==> src/rtl/eccmon_pkg.sv <==
package eccmon_pkg;
  localparam int REG_AW   = 4;
  localparam int REG_DW   = 32;
  localparam int CNT_W    = 8;
  localparam int CNT_LSB  = 0;
  localparam int THR_LSB  = 16;
  localparam int INJ_EN   = 9;
  localparam int FLAG_SBE = 0;
  localparam int FLAG_MBE = 1;

  typedef enum logic [REG_AW-1:0] {
    RA_STATUS  = 4'd0,
    RA_IRQ_EN  = 4'd1,
    RA_DISABLE = 4'd2,
    RA_SBE_MGT = 4'd3,
    RA_CAP_DHI = 4'd4,
    RA_CAP_DLO = 4'd5,
    RA_CAP_ECC = 4'd6,
    RA_CAP_ALO = 4'd7,
    RA_CAP_AHI = 4'd8,
    RA_INJ_HI  = 4'd9,
    RA_INJ_LO  = 4'd10,
    RA_INJ_CTL = 4'd11
  } reg_addr_e;
endpackage

==> src/rtl/eccmon_inject.sv <==
module eccmon_inject #(
  parameter int DW = 64,
  parameter int EW = 8
) (
  input  logic          clk,
  input  logic          rst,
  input  logic          en,
  input  logic [DW-1:0] dmask,
  input  logic [EW-1:0] emask,
  input  logic          in_valid,
  input  logic [DW-1:0] in_data,
  input  logic [EW-1:0] in_ecc,
  output logic          out_valid,
  output logic [DW-1:0] out_data,
  output logic [EW-1:0] out_ecc
);
  always_ff @(posedge clk) begin
    if (rst) begin
      out_valid <= 1'b0;
      out_data  <= '0;
      out_ecc   <= '0;
    end else begin
      out_valid <= in_valid;
      out_data  <= en ? (in_data ^ dmask) : in_data;
      out_ecc   <= en ? (in_ecc ^ emask) : in_ecc;
    end
  end
endmodule

==> src/rtl/eccmon_sbe_ctr.sv <==
module eccmon_sbe_ctr #(
  parameter int CW = 8
) (
  input  logic          clk,
  input  logic          rst,
  input  logic          hit,
  input  logic          sw_wr,
  input  logic [CW-1:0] sw_cnt,
  input  logic [CW-1:0] sw_thr,
  output logic [CW-1:0] cnt,
  output logic [CW-1:0] thr,
  output logic          raise
);
  logic [CW-1:0] cnt_inc;
  logic          reach;

  always_comb begin
    cnt_inc = cnt + CW'(1);
    reach   = (thr != '0) && (cnt_inc == thr);
    raise   = hit && !sw_wr && reach;
  end

  always_ff @(posedge clk) begin
    if (rst) begin
      cnt <= '0;
      thr <= '0;
    end else if (sw_wr) begin
      cnt <= sw_cnt;
      thr <= sw_thr;
    end else if (hit) begin
      cnt <= reach ? '0 : cnt_inc;
    end
  end
endmodule

==> src/rtl/eccmon_capture.sv <==
module eccmon_capture #(
  parameter int DW     = 64,
  parameter int AW     = 40,
  parameter int EW     = 16,
  parameter bit NARROW = 1'b0
) (
  input  logic          clk,
  input  logic          rst,
  input  logic          load,
  input  logic [DW-1:0] data,
  input  logic [EW-1:0] ecc,
  input  logic [AW-1:0] addr,
  output logic [DW-1:0] cap_data,
  output logic [EW-1:0] cap_ecc,
  output logic [AW-1:0] cap_addr
);
  logic [EW-1:0] ecc_kept;

  generate
    if (NARROW) begin : g_narrow
      assign ecc_kept = ecc & EW'((1 << 16) - 1);
    end else begin : g_wide
      assign ecc_kept = ecc & EW'((1 << 8) - 1);
    end
  endgenerate

  always_ff @(posedge clk) begin
    if (rst) begin
      cap_data <= '0;
      cap_ecc  <= '0;
      cap_addr <= '0;
    end else if (load) begin
      cap_data <= data;
      cap_ecc  <= ecc_kept;
      cap_addr <= addr;
    end
  end
endmodule

==> src/rtl/ecc_err_monitor.sv <==
module ecc_err_monitor
  import eccmon_pkg::*;
#(
  parameter int DATA_W     = 64,
  parameter int ADDR_W     = 40,
  parameter int WECC_W     = 8,
  parameter int RECC_W     = 16,
  parameter bit NARROW_BUS = 1'b0
) (
  input  logic              clk,
  input  logic              rst,
  input  logic              reg_wr,
  input  logic [3:0]        reg_addr,
  input  logic [31:0]       reg_wdata,
  output logic [31:0]       reg_rdata,
  input  logic              wr_valid_in,
  input  logic [DATA_W-1:0] wr_data_in,
  input  logic [WECC_W-1:0] wr_ecc_in,
  output logic              wr_valid_out,
  output logic [DATA_W-1:0] wr_data_out,
  output logic [WECC_W-1:0] wr_ecc_out,
  input  logic              rd_valid,
  input  logic              rd_sbe,
  input  logic              rd_mbe,
  input  logic [ADDR_W-1:0] rd_addr,
  input  logic [DATA_W-1:0] rd_data,
  input  logic [RECC_W-1:0] rd_ecc,
  output logic              irq
);
  localparam int HALF_W = DATA_W / 2;

  reg_addr_e    ra;
  logic [1:0]   flags_q, flags_d, irq_en_q, irq_en_d, dis_q, set_v, clr_v;
  logic [31:0]  inj_hi_q, inj_lo_q, inj_ctl_q, rd_mux;
  logic         sbe_ev, mbe_ev, sbe_raise, cap_load, inj_on;
  logic [CNT_W-1:0] sbe_cnt, sbe_thr;
  logic [DATA_W-1:0] cap_data;
  logic [RECC_W-1:0] cap_ecc;
  logic [ADDR_W-1:0] cap_addr;
  logic [31:0]  cap_dlo;

  assign ra      = reg_addr_e'(reg_addr);
  assign sbe_ev  = rd_valid && rd_sbe && !dis_q[FLAG_SBE];
  assign mbe_ev  = rd_valid && rd_mbe && !dis_q[FLAG_MBE];
  assign inj_on  = inj_ctl_q[INJ_EN];
  assign cap_dlo = cap_data[31:0];

  eccmon_sbe_ctr #(.CW(CNT_W)) u_sbe_ctr (
    .clk(clk), .rst(rst), .hit(sbe_ev),
    .sw_wr(reg_wr && ra == RA_SBE_MGT),
    .sw_cnt(reg_wdata[CNT_LSB +: CNT_W]),
    .sw_thr(reg_wdata[THR_LSB +: CNT_W]),
    .cnt(sbe_cnt), .thr(sbe_thr), .raise(sbe_raise)
  );

  always_comb begin
    set_v    = 2'b00;
    set_v[FLAG_SBE] = sbe_raise;
    set_v[FLAG_MBE] = mbe_ev;
    clr_v    = (reg_wr && ra == RA_STATUS) ? reg_wdata[1:0] : 2'b00;
    flags_d  = (flags_q & ~clr_v) | set_v;
    irq_en_d = (reg_wr && ra == RA_IRQ_EN) ? reg_wdata[1:0] : irq_en_q;
    cap_load = (set_v != 2'b00) && (flags_q == 2'b00);
  end

  eccmon_capture #(.DW(DATA_W), .AW(ADDR_W), .EW(RECC_W), .NARROW(NARROW_BUS)) u_capture (
    .clk(clk), .rst(rst), .load(cap_load),
    .data(rd_data), .ecc(rd_ecc), .addr(rd_addr),
    .cap_data(cap_data), .cap_ecc(cap_ecc), .cap_addr(cap_addr)
  );

  eccmon_inject #(.DW(DATA_W), .EW(WECC_W)) u_inject (
    .clk(clk), .rst(rst), .en(inj_on),
    .dmask({inj_hi_q[HALF_W-1:0], inj_lo_q[HALF_W-1:0]}),
    .emask(inj_ctl_q[WECC_W-1:0]),
    .in_valid(wr_valid_in), .in_data(wr_data_in), .in_ecc(wr_ecc_in),
    .out_valid(wr_valid_out), .out_data(wr_data_out), .out_ecc(wr_ecc_out)
  );

  always_ff @(posedge clk) begin
    if (rst) begin
      flags_q   <= '0;
      irq_en_q  <= '0;
      dis_q     <= '0;
      inj_hi_q  <= '0;
      inj_lo_q  <= '0;
      inj_ctl_q <= '0;
      irq       <= 1'b0;
    end else begin
      flags_q  <= flags_d;
      irq_en_q <= irq_en_d;
      irq      <= |(flags_d & irq_en_d);
      if (reg_wr) begin
        case (ra)
          RA_DISABLE: dis_q     <= reg_wdata[1:0];
          RA_INJ_HI:  inj_hi_q  <= reg_wdata;
          RA_INJ_LO:  inj_lo_q  <= reg_wdata;
          RA_INJ_CTL: inj_ctl_q <= reg_wdata;
          default: ;
        endcase
      end
    end
  end

  always_comb begin
    case (ra)
      RA_STATUS:  rd_mux = {30'b0, flags_q};
      RA_IRQ_EN:  rd_mux = {30'b0, irq_en_q};
      RA_DISABLE: rd_mux = {30'b0, dis_q};
      RA_SBE_MGT: rd_mux = (32'(sbe_thr) << THR_LSB) | (32'(sbe_cnt) << CNT_LSB);
      RA_CAP_DHI: rd_mux = cap_data[DATA_W-1:HALF_W];
      RA_CAP_DLO: rd_mux = cap_data[HALF_W-1:0];
      RA_CAP_ECC: rd_mux = 32'(cap_ecc);
      RA_CAP_ALO: rd_mux = cap_addr[31:0];
      RA_CAP_AHI: rd_mux = 32'(cap_addr[ADDR_W-1:32]);
      RA_INJ_HI:  rd_mux = inj_hi_q;
      RA_INJ_LO:  rd_mux = inj_lo_q;
      RA_INJ_CTL: rd_mux = inj_ctl_q;
      default:    rd_mux = '0;
    endcase
  end

  always_ff @(posedge clk) begin
    if (rst) reg_rdata <= '0;
    else     reg_rdata <= rd_mux;
  end
endmodule

==> config.mk <==
export PLATFORM = sky130hd
export DESIGN_NAME = ecc_err_monitor
export DESIGN_NICKNAME = d
export VERILOG_FILES = /design/src/rtl/eccmon_pkg.sv /design/src/rtl/eccmon_inject.sv /design/src/rtl/eccmon_sbe_ctr.sv /design/src/rtl/eccmon_capture.sv /design/src/rtl/ecc_err_monitor.sv
export SDC_FILE = /design/constraint.sdc
export NUM_CORES = 1
export LEC_CHECK = 0
export BUFFER_PORTS_ARGS = -buffer_cell sky130_fd_sc_hd__buf_4
export CAP_MARGIN = 40
export CORE_UTILIZATION = 52
export CTS_CLUSTER_DIAMETER = 50
export DETAILED_ROUTE_END_ITERATION = 6
export GPL_ROUTABILITY_DRIVEN = 0
export GPL_TIMING_DRIVEN = 0
export PLACE_DENSITY = 0.88
export RECOVER_POWER = 25
export SETUP_SLACK_MARGIN = 0.05
export SLEW_MARGIN = 10
export SYNTH_ARGS = -nofsm -noshare
export SYNTH_HDL_FRONTEND = slang
export SYNTH_SLANG_ARGS = --single-unit
==> constraint.sdc <==
create_clock -name clk -period 3.6 [get_ports clk]
set_input_delay 0.54 -clock clk [delete_from_list [all_inputs] [get_ports clk]]
set_output_delay 0.54 -clock clk [all_outputs]
set_load 0.005 [all_outputs]
# [Yosys cells after proc, flatten, opt, wreduce, memory -nomap -nowiden]
# Index checks and enable logic that the tools add are counted.
[word_totals] ff_bits=336 inputBits=235 output_inout_bits=106 elab_cells=68
[classes] addsub=1 eq_ne=12 n_mux=8 bitwise=7 n_reduce_logical=24
[ops] cell="$pmux 32 s12" n=1
[ops] cell="$mux 64" n=1
[ops] cell="$xor 64x64->64" n=1
[ops] cell="$mux 8" n=4
[ops] cell="$or 24x8->24" n=1
[ops] cell="$eq 4x3->1 const B" n=4
[ops] cell="$eq 4x4->1 const B" n=4
[ops] cell="$logic_and 1x1->1" n=11
[ops] cell="$add 8x1->8 const B" n=1
[ops] cell="$eq 4x2->1 const B" n=2
[ops] cell="$eq 8x8->1" n=1
[ops] cell="$reduce_and 2->1" n=4
[ops] cell="$reduce_bool 8->1" n=1
[ops] cell="$xor 8x8->8" n=1
[ops] cell="$and 2x2->2" n=2
[ops] cell="$eq 4x1->1 const B" n=1
[ops] cell="$logic_not 4->1" n=1
[ops] cell="$mux 2" n=2
[ops] cell="$reduce_bool 2->1" n=2
[ops] cell="$logic_not 1->1" n=3
[ops] cell="$logic_not 2->1" n=1
[ops] cell="$not 2->2" n=1
[ops] cell="$or 2x2->2" n=1
[ops] cell="$reduce_or 2->1" n=1

# [Logic depth before layout (Yosys ltp)]
[depth] ltp_word=8 depth_mapped=12 depth_no_buf=8

# [Modules after synthesis]
# A second synthesis with hierarchy kept.
[unflattened] hier_cells=1540 area_unflattened_um2=14355.0
[by_module_without_submodules] mod="ecc_err_monitor" instances=1 cells_per_inst=730 area_each_um2=5921.9 seq_area_each_um2=2702.6
[by_module_without_submodules] mod="eccmon_capture" instances=1 cells_per_inst=370 area_each_um2=4103.9 seq_area_each_um2=2242.2
[by_module_without_submodules] mod="eccmon_inject" instances=1 cells_per_inst=314 area_each_um2=3246.9 seq_area_each_um2=1461.4
[by_module_without_submodules] mod="eccmon_sbe_ctr" instances=1 cells_per_inst=126 area_each_um2=1082.3 seq_area_each_um2=320.3

# [Worst setup path after synthesis]
# OpenSTA, ideal clock, no wires.
[synth_path] kind="register to register" from="register u_sbe_ctr.cnt[0]" to="register u_capture.cap_addr[0]" setup_time_ps=117 arrival_time_ps=2486 required_time_ps=3483 path_slack_ps=997 stages_incl_launch_ff=11 cell_sequence="dfxtp_1 ha_1 xor2_1 a221oi_1 o311ai_1 a2111o_1 o31ai_2 a21oi_1 buf_4 buf_6 a22o_1"
[synth_between] elab_chain_len=6
[synth_lines] item="start, declared" line="eccmon_sbe_ctr.sv:10" rtl="output logic [CW-1:0] cnt,"
[synth_lines] item="start signal, assigned" line="eccmon_sbe_ctr.sv:28" rtl="cnt <= sw_cnt;"
[synth_lines] item="start signal, assigned" line="eccmon_sbe_ctr.sv:31" rtl="cnt <= reach ? '0 : cnt_inc;"
[synth_lines] item="$add 8x1->8" line="eccmon_sbe_ctr.sv:18" rtl="cnt_inc = cnt + CW'(1);"
[synth_lines] item="$eq 8x8->1" line="eccmon_sbe_ctr.sv:19" rtl="reach = (thr != '0) && (cnt_inc == thr);"
[synth_lines] item="$logic_and 1x1->1" line="eccmon_sbe_ctr.sv:19"
[synth_lines] item="$logic_and 1x1->1" line="eccmon_sbe_ctr.sv:20" rtl="raise = hit && !sw_wr && reach;"
[synth_lines] item="$reduce_bool 2->1" line="ecc_err_monitor.sv:63" rtl="cap_load = (set_v != 2'b00) && (flags_q == 2'b00);"
[synth_lines] item="$logic_and 1x1->1" line="ecc_err_monitor.sv:63"
[synth_lines] item="end signal, assigned" line="eccmon_capture.sv:35" rtl="cap_addr <= addr;"
[synth_lines] item="end, declared" line="eccmon_capture.sv:15" rtl="output logic [AW-1:0] cap_addr"
# No other way between the ends.
# A chain may end at the register's enable or synchronous reset.

# [Worst setup path in the final report]
[layout_path] from="register u_sbe_ctr.cnt[0]" to="register u_capture.cap_addr[33]"
# Same word-level chain as after synthesis.

==> flow_metrics.py <==
metrics = {
    "layout": {
        "finalNetCount": 1991,
        "fillCellCount": 1750,
        "final_layout_size_suffix_gt1_frac": 0.228,
        "area_delta_synth_final_pct": 31.4,
    },
    "critical_path": {
        "endpoint_kind": "flip-flop",
        "crit_start": "u_sbe_ctr.cnt[0]$_SDFFE_PP0P_",
        "crit_family": "compound AO/OA/AOI/OAI gates",
        "endpoint": "u_capture.cap_addr[33]$_SDFFE_PP0P_",
        "reg2regPathDepth": 10,
        "r2r_start": "u_sbe_ctr.cnt[0]$_SDFFE_PP0P_",
        "cp.required_ns": 4.00,
        "max_stage_delay_ns": 0.55,
        "worstPathArrival_ns": 3.79,
        "worst_path_max_delay_cell": "or4_1",
        "worst-path-stages": 10,
        "r2r_slack_ns": 0.21,
        "crit_type": "flip-flop to flip-flop",
        "critPathMostFrequentCell": "o311ai_1",
        "r2r-end": "u_capture.cap_addr[33]$_SDFFE_PP0P_",
        "cp_max_fo": 10,
        "critPathBufInv": 3,
        "path_cells": "nand2_1 > o311ai_1 > o311ai_1 > or4_1 > clkbuf_1 > o31ai_2 > a21oi_1 > buf_4 > buf_6 > a22o_1",
        "cp-start-kind": "flip-flop",
    },
    "cts": {
        "clockRootBuffer": "clkbuf_16",
        "insertion_delay_ns": 0.53,
        "post_cts_resized": 0,
        "clockBufferDepth": 3,
        "ctsHoldBuffers": 0,
        "cts_htree_levels": 2,
        "cts_tree": "yes",
        "clkSinkCount": 336,
        "post_cts_buffers": 0,
        "path_clk_slew_ns": 0.07,
        "cts_buffers": 36,
    },
    "power_and_ir_drop": {
        "ir_worst_vdd_v": 0.000374,
        "total_power_mw": 8.34,
        "p_leak_nw": 6.52,
        "pwr_density_cell_nw_per_um2": 498,
    },
    "run": {
        "cap_violations": 0,
    },
    "floorplanning": {
        "dieWidth_um": 159,
        "die_y_um": 159,
        "row_count": 56,
        "core_area_um2": 23800,
        "dieArea_um2": 25200,
        "boundaryPins": 341,
        "start_util": 0.537,
    },
    "grt": {
        "antenna_found_initial": 1,
        "grt_pass1_wl_um": 69100,
        "grtUsageTotal": 0.367,
        "grt_pass1_vias": 12453,
        "grt_overflow": 0,
        "grt_max_degree": 15,
    },
    "status": {
        "violations": "design-rule violations",
        "run_status": "finished with violations",
    },
    "synthesis": {
        "yosysSeqAreaShare": 0.527,
        "syn_inst": 1386,
        "yosysWarnings": 0,
        "synthArstFlopShare": 0,
        "post_synth.cell_area_avg_um2": 9.20,
        "synth_edf_count": 0,
        "synth_fp_nets": 1622,
        "synth_area_um2": 12800,
        "synth_seq_cells": 336,
        "synth_ff_type": "dfxtp_1",
        "synth_cell_types": 49,
    },
    "timing": {
        "finalHoldViolCount": 0,
        "worstMarginPinSlew_ns": 1.03,
        "period_share": 0.940,
        "setup-violations-final": 0,
        "rsz0062_at_grt": "false",
        "relSlewSlack": 0.311,
        "fmax_mhz": 295,
        "skew_ns": 0.0169,
        "fin_crit_ns": 3.39,
        "slew_viol_final": 0,
        "fin_tns_setup_ns": 0,
    },
    "drt": {
        "num_vias": 12930,
        "drtAntennaViolNets": 0,
        "wirelength_um": 46600,
        "drt_drc_violations_left": 19,
        "first_pass_iters": 7,
        "viasPerCell": 6.15,
        "routedWlPerCell_um": 22.2,
        "drt_iter0_drc": 2124,
    },
    "place": {
        "hpwl_um": 34200,
        "io_buffers": 331,
    },
    "worst_hold_path": {
        "hp-class": "input pin to flip-flop",
    },
}
cell families (layout without fill, tap and decap cells):
kind of cell,after synthesis,count (layout),synth area share
and+or+nand+nor,453,453,0.143
adders and majority gates,1,1,0.000981
AOI/OAI and AO/OA,395,395,0.223
DFF,336,336,0.527
xor gates and xnor gates,80,80,0.0549
other,0,1,0
muxes,8,8,0.00638
buffers and inverters,113,510,0.0442
final cells by class:
type / instances / area, µm² / area share
timing repair buffer: 331 / 2420 / 0.144
sequential: 336 / 6730 / 0.401
multi-input combinational: 937 / 5460 / 0.326
antenna: 1 / 2.50 / 0.000149
tap: 319 / 399 / 0.0238
clock inverter: 15 / 121 / 0.00724
inverter: 3 / 11.3 / 0.000672
buffer: 110 / 553 / 0.0330
clock buffer: 51 / 1070 / 0.0638
cells in the mapped netlist, drive strengths merged, types with 8 or more instances:
cell type / instances / area [µm²]
a22o: 120 / 1050
clkbuf: 76 / 285
a22oi: 71 / 533
xor2: 77 / 674
a31oi: 32 / 200
nor2: 104 / 390
a222oi: 14 / 140
buf: 34 / 268
a221oi: 10 / 87.6
a21oi: 115 / 576
nand2b: 8 / 50.1
nor3: 10 / 55.1
nand2: 299 / 1120
dfxtp: 336 / 6730
worst min path at each step:
stage,from,endpoint,cells past startpoint
after global routing,rd_data[49],u_capture.cap_data[49]$_SDFFE_PP0P_,2
after floorplan,inj_ctl_q[19]$_SDFFE_PP0P_,inj_ctl_q[19]$_SDFFE_PP0P_,2
final,rd_data[49],u_capture.cap_data[49]$_SDFFE_PP0P_,2
after detailed placement,inj_ctl_q[22]$_SDFFE_PP0P_,inj_ctl_q[22]$_SDFFE_PP0P_,2
after CTS,rd_data[49],u_capture.cap_data[49]$_SDFFE_PP0P_,2
after global placement,inj_ctl_q[26]$_SDFFE_PP0P_,inj_ctl_q[26]$_SDFFE_PP0P_,2
layer usage:
| metal | part of all wire | track usage | vias up |
|---|---|---|---|
| met3 | 0.13 | 0.0863 | 245 |
| met2 | 0.46 | 0.595 | 1134 |
| li1 | - | - | 5608 |
| met1 | 0.36 | 0.450 | 5943 |
| met5 | 0 | 0 | - |
| met4 | 0.056 | 0.198 | 0 |
power by group:
group | switching (mW) | internal [mW] | total [mW]
Combinational | 0.373 | 0.346 | 0.720
Sequential | 0.0799 | 3.85 | 3.93
Clock | 1.53 | 2.16 | 3.69
per-stage QoR:
stage | setup WS [ns] | util | std cells | instance area [µm²] | hold slack [ns]
floorplan | 0.997 | - | 1386 | 12800 | 0.436
global placement | 0.237 | 0.658 | 2036 | 15600 | 0.441
detailed placement | 0.243 | 0.658 | 2036 | 15600 | 0.449
CTS | 0.382 | 0.709 | 2102 | 16800 | 0.213
global route | 0.133 | 0.706 | 2103 | 16800 | 0.220
finish | 0.215 | 0.706 | 2103 | 16800 | 0.219
registers in the layout (all words and copies together), names as in the netlist:
name / count
u_capture.cap_data: 64
u_inject.out_data: 64
u_capture.cap_addr: 40
inj_ctl_q: 32
inj_hi_q: 32
inj_lo_q: 32
reg_rdata: 32
u_capture.cap_ecc: 8
u_inject.out_ecc: 8
u_sbe_ctr.cnt: 8
u_sbe_ctr.thr: 8
dis_q: 2
flags_q: 2
irq_en_q: 2
irq: 1
u_inject.out_valid: 1
layout by cell type, fill, tap and decap left out, drive strengths merged, types with 4 or more instances in the layout:
cell      n
a211oi    4
a21oi   115
a221oi   10
a222oi   14
a22o    120
a22oi    71
a31oi    32
buf     261
clkbuf  231
clkinv   11
dfxtp   336
inv       5
mux2i     7
nand2   299
nand2b    8
nand3     5
nor2    104
nor2b     6
nor3     10
o21ai     4
xor2     77
No activity file was read; power rests on OpenSTA's default activity.
